**src/rtl/sref_pkg.sv**
```systemverilog
package sref_pkg;

    localparam int unsigned FRAC_Q = 30;
    localparam longint      PI_FX  = 64'sd3373259426;

    typedef enum logic {
        SAMPLE_ONCE  = 1'b0,
        SAMPLE_TWICE = 1'b1
    } samp_mode_e;

    // Magnitude of sin(pi*k/n) scaled to amp, integer Taylor series in Q30.
    function automatic longint sine_fix(input int unsigned k, input int unsigned n,
                                        input longint amp);
        longint x;
        longint term;
        longint acc;
        longint v;
        x   = (PI_FX * longint'(k)) / longint'(n);
        term = x;
        acc  = x;
        for (int j = 1; j <= 6; j++) begin
            term = -((((term * x) >>> FRAC_Q) * x) >>> FRAC_Q) / longint'((2 * j) * (2 * j + 1));
            acc  = acc + term;
        end
        v = ((acc * amp) + (64'sd1 <<< (FRAC_Q - 1))) >>> FRAC_Q;
        if (v > amp) v = amp;
        if (v < 0)   v = 0;
        return v;
    endfunction

endpackage

```
**src/rtl/tri_carrier.sv**
```systemverilog
module tri_carrier #(
    parameter int HALF_CLK = 6,
    parameter int CNT_W    = 3
) (
    input  logic             clk,
    input  logic             rst_n,
    output logic [CNT_W-1:0] cnt_o,
    output logic             top_next_o,
    output logic             bot_next_o
);
    localparam logic [CNT_W-1:0] TOP    = CNT_W'(HALF_CLK);
    localparam logic [CNT_W-1:0] TOP_M1 = CNT_W'(HALF_CLK - 1);
    localparam logic [CNT_W-1:0] ONE    = CNT_W'(1);

    typedef struct packed {
        logic [CNT_W-1:0] cnt;
        logic             rising;
    } car_st_t;

    car_st_t car_d, car_q;

    always_comb begin
        car_d      = car_q;
        top_next_o = 1'b0;
        bot_next_o = 1'b0;
        if (car_q.rising) begin
            if (car_q.cnt == TOP_M1) begin
                car_d.cnt    = TOP;
                car_d.rising = 1'b0;
                top_next_o   = 1'b1;
            end else begin
                car_d.cnt = car_q.cnt + ONE;
            end
        end else begin
            if (car_q.cnt == ONE) begin
                car_d.cnt    = '0;
                car_d.rising = 1'b1;
                bot_next_o   = 1'b1;
            end else begin
                car_d.cnt = car_q.cnt - ONE;
            end
        end
    end

    always_ff @(posedge clk or negedge rst_n) begin
        if (!rst_n) begin
            car_q.cnt    <= '0;
            car_q.rising <= 1'b1;
        end else begin
            car_q <= car_d;
        end
    end

    assign cnt_o = car_q.cnt;

endmodule

```
**src/rtl/phase_seq.sv**
```systemverilog
module phase_seq #(
    parameter int PULSE_N = 21,
    parameter int IDX_W   = 6
) (
    input  logic             clk,
    input  logic             rst_n,
    input  logic             peak_i,
    output logic [IDX_W-1:0] idx_o
);
    localparam logic [IDX_W-1:0] LAST = IDX_W'(2 * PULSE_N - 1);
    localparam logic [IDX_W-1:0] STEP = IDX_W'(1);

    typedef struct packed {
        logic [IDX_W-1:0] idx;
    } ph_st_t;

    ph_st_t ph_d, ph_q;

    always_comb begin
        ph_d = ph_q;
        if (peak_i) begin
            ph_d.idx = (ph_q.idx == LAST) ? '0 : ph_q.idx + STEP;
        end
    end

    always_ff @(posedge clk or negedge rst_n) begin
        if (!rst_n) ph_q.idx <= '0;
        else        ph_q     <= ph_d;
    end

    assign idx_o = ph_q.idx;

endmodule

```
**src/rtl/quarter_sine_rom.sv**
```systemverilog
module quarter_sine_rom #(
    parameter int PULSE_N = 21,
    parameter int IDX_W   = 6,
    parameter int MAG_W   = 15
) (
    input  logic [IDX_W-1:0] idx_i,
    output logic [MAG_W-1:0] mag_o,
    output logic             neg_o
);
    localparam int               QN      = (PULSE_N + 1) / 2;
    localparam int               FOLD_W  = (QN > 1) ? $clog2(QN) : 1;
    localparam logic [IDX_W-1:0] N_IDX   = IDX_W'(PULSE_N);
    localparam logic [IDX_W-1:0] MID_IDX = IDX_W'((PULSE_N - 1) / 2);
    localparam longint           AMP     = (64'sd1 <<< MAG_W) - 64'sd1;

    logic [MAG_W-1:0] tbl [QN];
    logic [IDX_W-1:0] half_idx;
    logic [IDX_W-1:0] fold_idx;

    for (genvar g = 0; g < QN; g++) begin : g_tbl
        assign tbl[g] = MAG_W'(sref_pkg::sine_fix(g, PULSE_N, AMP));
    end

    always_comb begin
        neg_o    = (idx_i >= N_IDX);
        half_idx = neg_o ? (idx_i - N_IDX) : idx_i;
        fold_idx = (half_idx > MID_IDX) ? (N_IDX - half_idx) : half_idx;
        mag_o    = tbl[fold_idx[FOLD_W-1:0]];
    end

endmodule

```
**src/rtl/ref_hold.sv**
```systemverilog
module ref_hold #(
    parameter int MAG_W = 15,
    parameter int MI_W  = 8
) (
    input  logic                    clk,
    input  logic                    rst_n,
    input  logic                    take_i,
    input  logic [MAG_W-1:0]        mag_i,
    input  logic                    neg_i,
    input  logic [MI_W-1:0]         mi_i,
    output logic                    strobe_o,
    output logic signed [MAG_W:0]   ref_o
);
    localparam int PROD_W = MAG_W + MI_W;

    typedef struct packed {
        logic signed [MAG_W:0] held;
        logic                  stb;
    } hold_st_t;

    hold_st_t hs_d, hs_q;
    logic [PROD_W-1:0]     prod;
    logic [MAG_W-1:0]      scaled;
    logic signed [MAG_W:0] mag_s;

    always_comb begin
        prod   = PROD_W'(mag_i) * PROD_W'(mi_i);
        scaled = prod[PROD_W-1:MI_W];
        mag_s  = {1'b0, scaled};
        hs_d   = hs_q;
        hs_d.stb = take_i;
        if (take_i) begin
            hs_d.held = neg_i ? -mag_s : mag_s;
        end
    end

    always_ff @(posedge clk or negedge rst_n) begin
        if (!rst_n) begin
            hs_q.held <= '0;
            hs_q.stb  <= 1'b0;
        end else begin
            hs_q <= hs_d;
        end
    end

    assign strobe_o = hs_q.stb;
    assign ref_o    = hs_q.held;

endmodule

```
**src/rtl/sync_sine_ref.sv**
```systemverilog
module sync_sine_ref #(
    parameter int HALF_CLK = 6,
    parameter int PULSE_N  = 21,
    parameter int DATA_W   = 16,
    parameter int MI_W     = 8,
    localparam int CNT_W   = $clog2(HALF_CLK + 1)
) (
    input  logic                     clk,
    input  logic                     rst_n,
    input  logic                     mode_i,
    input  logic [MI_W-1:0]          mi_i,
    output logic [CNT_W-1:0]         carrier_o,
    output logic                     strobe_o,
    output logic signed [DATA_W-1:0] ref_o
);
    localparam int IDX_W = $clog2(2 * PULSE_N);
    localparam int MAG_W = DATA_W - 1;

    logic             top_next;
    logic             bot_next;
    logic             take;
    logic [IDX_W-1:0] idx;
    logic [MAG_W-1:0] mag;
    logic             neg;
    sref_pkg::samp_mode_e mode;

    assign mode = sref_pkg::samp_mode_e'(mode_i);
    assign take = top_next | (bot_next & (mode == sref_pkg::SAMPLE_TWICE));

    tri_carrier #(.HALF_CLK(HALF_CLK), .CNT_W(CNT_W)) u_car (
        .clk        (clk),
        .rst_n      (rst_n),
        .cnt_o      (carrier_o),
        .top_next_o (top_next),
        .bot_next_o (bot_next)
    );

    phase_seq #(.PULSE_N(PULSE_N), .IDX_W(IDX_W)) u_phase (
        .clk    (clk),
        .rst_n  (rst_n),
        .peak_i (top_next | bot_next),
        .idx_o  (idx)
    );

    quarter_sine_rom #(.PULSE_N(PULSE_N), .IDX_W(IDX_W), .MAG_W(MAG_W)) u_rom (
        .idx_i (idx),
        .mag_o (mag),
        .neg_o (neg)
    );

    ref_hold #(.MAG_W(MAG_W), .MI_W(MI_W)) u_hold (
        .clk      (clk),
        .rst_n    (rst_n),
        .take_i   (take),
        .mag_i    (mag),
        .neg_i    (neg),
        .mi_i     (mi_i),
        .strobe_o (strobe_o),
        .ref_o    (ref_o)
    );

endmodule

```
**config.mk**
```make
export PLATFORM = sky130hd
export DESIGN_NAME = sync_sine_ref
export DESIGN_NICKNAME = d
export VERILOG_FILES = /design/src/rtl/sref_pkg.sv /design/src/rtl/tri_carrier.sv /design/src/rtl/phase_seq.sv /design/src/rtl/quarter_sine_rom.sv /design/src/rtl/ref_hold.sv /design/src/rtl/sync_sine_ref.sv
export SDC_FILE = /design/constraint.sdc
export NUM_CORES = 1
export LEC_CHECK = 0
export ABC_AREA = 1
export BUFFER_PORTS_ARGS = -buffer_cell sky130_fd_sc_hd__buf_2
export CORE_MARGIN = 8
export CORE_UTILIZATION = 47
export CTS_CLUSTER_SIZE = 20
export DETAILED_ROUTE_END_ITERATION = 7
export GPL_ROUTABILITY_DRIVEN = 0
export PLACE_DENSITY_LB_ADDON = 0.2
export SKIP_CTS_REPAIR_TIMING = 1
export SYNTH_ARGS = -nofsm -noshare
export SYNTH_HDL_FRONTEND = slang
export SYNTH_SLANG_ARGS = --single-unit
```
**constraint.sdc**
```tcl
create_clock -name clk -period 9.6 [get_ports clk]
set_input_delay 0.48 -clock clk [delete_from_list [all_inputs] [get_ports clk]]
set_output_delay 0.48 -clock clk [all_outputs]
set_load 0.01 [all_outputs]
```
==> results.yml <==
timing:
  fin_ws_ns: 2.01
  finalSetupTns_ns: 0
  finalHoldViolations: 0
  finalCritPeriodShare: 0.791
  drv_slew: 0
  worst_pin_slew_ns: 0.744
  max_freq_mhz: 132
  setup_violations: 0
  fin_skew_ns: 0.00459
  rsz0062_at_grt: "no"
  post-route-min-period_ns: 7.59
  max_slew_margin: 0.504
pwr:
  p_switching_w: 0.000752
  power_density_nw_per_um2: 210
  pwr-share-seq: 0.116
  pwr-share-clk: 0.071
  combPwrFrac: 0.813
  p_int_w: 0.000606
  swShare: 0.554
  p_leak_nw: 3.53
  vdd_drop_max_mv: 0.158
setup_path:
  cp.arrival_ns: 7.74
  worst_path_most_repeated_cell: "nand2_2"
  critPathCapture: "u_hold.ref_o[12]$_DFFE_PN0P_"
  r2r-end: "u_hold.ref_o[12]$_DFFE_PN0P_"
  crit_type: "flip-flop to flip-flop"
  path_max_fanout: 23
  ff2ff_setup_slack_ns: 2.01
  crit_start: "u_phase.idx_o[0]$_DFFE_PN0P_"
  r2r-start: "u_phase.idx_o[0]$_DFFE_PN0P_"
  cp.required_ns: 9.75
  rr_worst_depth: 36
  startpoint_type: "flip-flop"
  end_kind: "flip-flop"
  cpPeakStageDelay_ns: 0.54
  cp_slowest_cell: "fa_1"
layout:
  areaGrowthSynthToFinish_pct: 6.16
  nets: 1006
  diodes: 0
  drive_gt1_frac: 0.110
  fillers: 1326
  final_core_util: 0.513
route:
  num_vias: 5348
  drtPass1Iterations: 5
  wl_per_cell_microns: 13.5
  drt_iter0_markers: 333
  finalWirelength_microns: 14000
  drcViolationCount: 0
  vias_per_cell: 5.16
  detail-route-antenna-nets: 0
placement:
  dp_hpwl_microns: 11900
  pre_cts_ws_ns: 2.01
  port_buffers: 30
min_path:
  min_path_type: "input pin to async pin"
logic_synthesis:
  synthArstFlopShare: 1.00
  synth_area_per_cell_sq_um: 7.22
  ys_ff_latch: 27
  seq_area_frac_synth: 0.111
  netlist_area_sq_um: 6090
  synth_nets: 985
  synthFlopType: "dfrtp_1"
  synth_edf_count: 0
  synth_cell_types: 48
  synth_warnings: 0
  synth_cells: 844
global_route:
  grt_max_degree: 28
  grt_pass1_vias: 5136
  antenna_found_initial: 0
  grtUsageTotal: 0.175
  grt_pass1_wl_microns: 24200
  grt-ovfl-total: 0
die:
  start_util: 0.483
  dieArea_sq_um: 16900
  die_h_microns: 130
  die_w_microns: 130
  io_pins: 31
  rows: 41
  core_sq_um: 12600
cts:
  tritoncts: "yes"
  clock-sinks: 27
  clk_pin_slew_worst_paths_ns: 0.07
  cts_max_level: 1
  clk_latency_ns: 0.26
  cts_max_path_buffers: 2
  cts_root_buf: "clkbuf_16"
  cts_made_buffers: 3
run:
  maxCapViolCount: 0
outcome:
  status: "finished clean"
[cells in the final DEF, fill, tap and decap left out, drive strengths merged]
cell	netlist	routed
nor2	128	128
xor2	8	8
clkinvlp	0	1
dfstp	1	1
inv	169	169
a21oi	30	30
nand2	188	188
nand3	61	61
or2	6	6
clkbuf	9	3
o21ai	38	38
xnor2	9	9
o22ai	4	4
ha	53	53
o211ai	1	1
o21a	1	1
o221ai	1	1
buf	6	31
dfrtp	26	26
a31oi	2	2
nor3	10	10
fa	77	77
nand3b	2	2
nand4	1	1
o21bai	3	3
clkinv	3	3
nor4	3	3
a22oi	1	1
nor3b	2	2
and2	1	1
[cells in the mapped netlist (3+ instances only)]
cell type,instances,area [sq um]
clkbuf_1,9,33.8
a21oi_1,29,145
o22ai_1,4,25.0
nor2_4,3,33.8
inv_1,162,608
nand2_1,164,616
clkinv_1,3,11.3
nor2_2,3,18.8
nand3_2,8,80.1
nand2_4,10,113
nand3_4,3,52.6
o21ai_0,24,120
nor4_1,3,18.8
xnor2_1,7,61.3
or2_2,4,25.0
xor2_1,7,61.3
nand2_2,14,87.6
ha_1,53,663
inv_2,6,22.5
dfrtp_1,26,651
nor2_1,122,458
buf_4,3,22.5
nor3_1,10,50.1
o21ai_1,12,60.1
fa_1,77,1540
nand3_1,50,250
[metal layers]
layer	vias up	share of wire	track usage
li1	2622	-	-
met1	2579	0.45	0.237
met2	131	0.48	0.291
met3	16	0.048	0.0249
met4	0	0.014	0.0383
met5	-	0	0
[per-stage QoR]
stage	area, sq um	total power (W)	instances	hold slack (ns)
final	6470	0.00136	1036	0.220
after global routing	6470	0.00153	1036	0.269
after CTS	6470	0.00138	1036	0.238
after detailed placement	6390	0.00127	1032	0.462
after global placement	6390	0.00127	1032	0.465
after floorplan	6090	0.00103	844	0.184
[power by group through the flow]
stage / Sequential [W] / Clock, W / Combinational, W
finish: 0.000157 / 0.0000960 / 0.00110
global route: 0.000161 / 0.000102 / 0.00127
CTS: 0.000158 / 0.0000979 / 0.00112
detailed placement: 0.000160 / 0 / 0.00111
global placement: 0.000160 / 0 / 0.00111
floorplan: 0.000170 / 0 / 0.000858
[flip-flops by register name (all words and copies together) (netlist names), named ones only]
name / count
u_car.cnt_o: 3
u_phase.idx_o: 6
u_hold.ref_o: 16
u_hold.strobe_o: 1
[logic make-up after synthesis]
group,count (synthesis),share of synthesized area
xor gates and xnor gates,17,0.0281
buffers and inverters,187,0.120
and+or+nand+nor,402,0.305
AOI/OAI and AO/OA,81,0.0745
DFF,27,0.111
adders and majority gates,130,0.362
[layout make-up]
| class | count | area [sq um] | share of cell area |
|---|---|---|---|
| multi-input cells | 630 | 4690 | 0.725 |
| inverters | 172 | 648 | 0.100 |
| clock buffers | 3 | 75.1 | 0.0116 |
| repair buffers | 31 | 158 | 0.0244 |
| flip-flops and latches | 27 | 677 | 0.105 |
| well taps | 172 | 215 | 0.0333 |
| clock inverters | 1 | 7.51 | 0.00116 |
[worst max-delay path: cells and delay by family, from the launching register on]
| kind | cells | cell delay, ns |
|---|---|---|
| AO/OA/AOI/OAI | 5 | 0.99 |
| XOR/XNOR | 1 | 0.24 |
| adder cells (fa/ha/maj) | 7 | 2.83 |
| buffers and inverters | 5 | 0.50 |
| flip-flops | 1 | 0.42 |
| AND/OR/NAND/NOR | 18 | 2.50 |
[worst min-delay path by stage]
stage,startpoint,to,slack [ns],cells past startpoint
global route,rst_n,u_hold.strobe_o$_DFF_PN0_,0.27,1
floorplan,rst_n,u_car.cnt_o[0]$_DFF_PN0_,0.18,0
finish,rst_n,u_hold.ref_o[15]$_DFFE_PN0P_,0.22,1
detailed placement,u_hold.ref_o[10]$_DFFE_PN0P_,u_hold.ref_o[10]$_DFFE_PN0P_,0.46,2
global placement,u_hold.ref_o[10]$_DFFE_PN0P_,u_hold.ref_o[10]$_DFFE_PN0P_,0.47,2
CTS,rst_n,u_hold.ref_o[12]$_DFFE_PN0P_,0.24,1
Note: power is estimated with default switching activity, not from simulation.
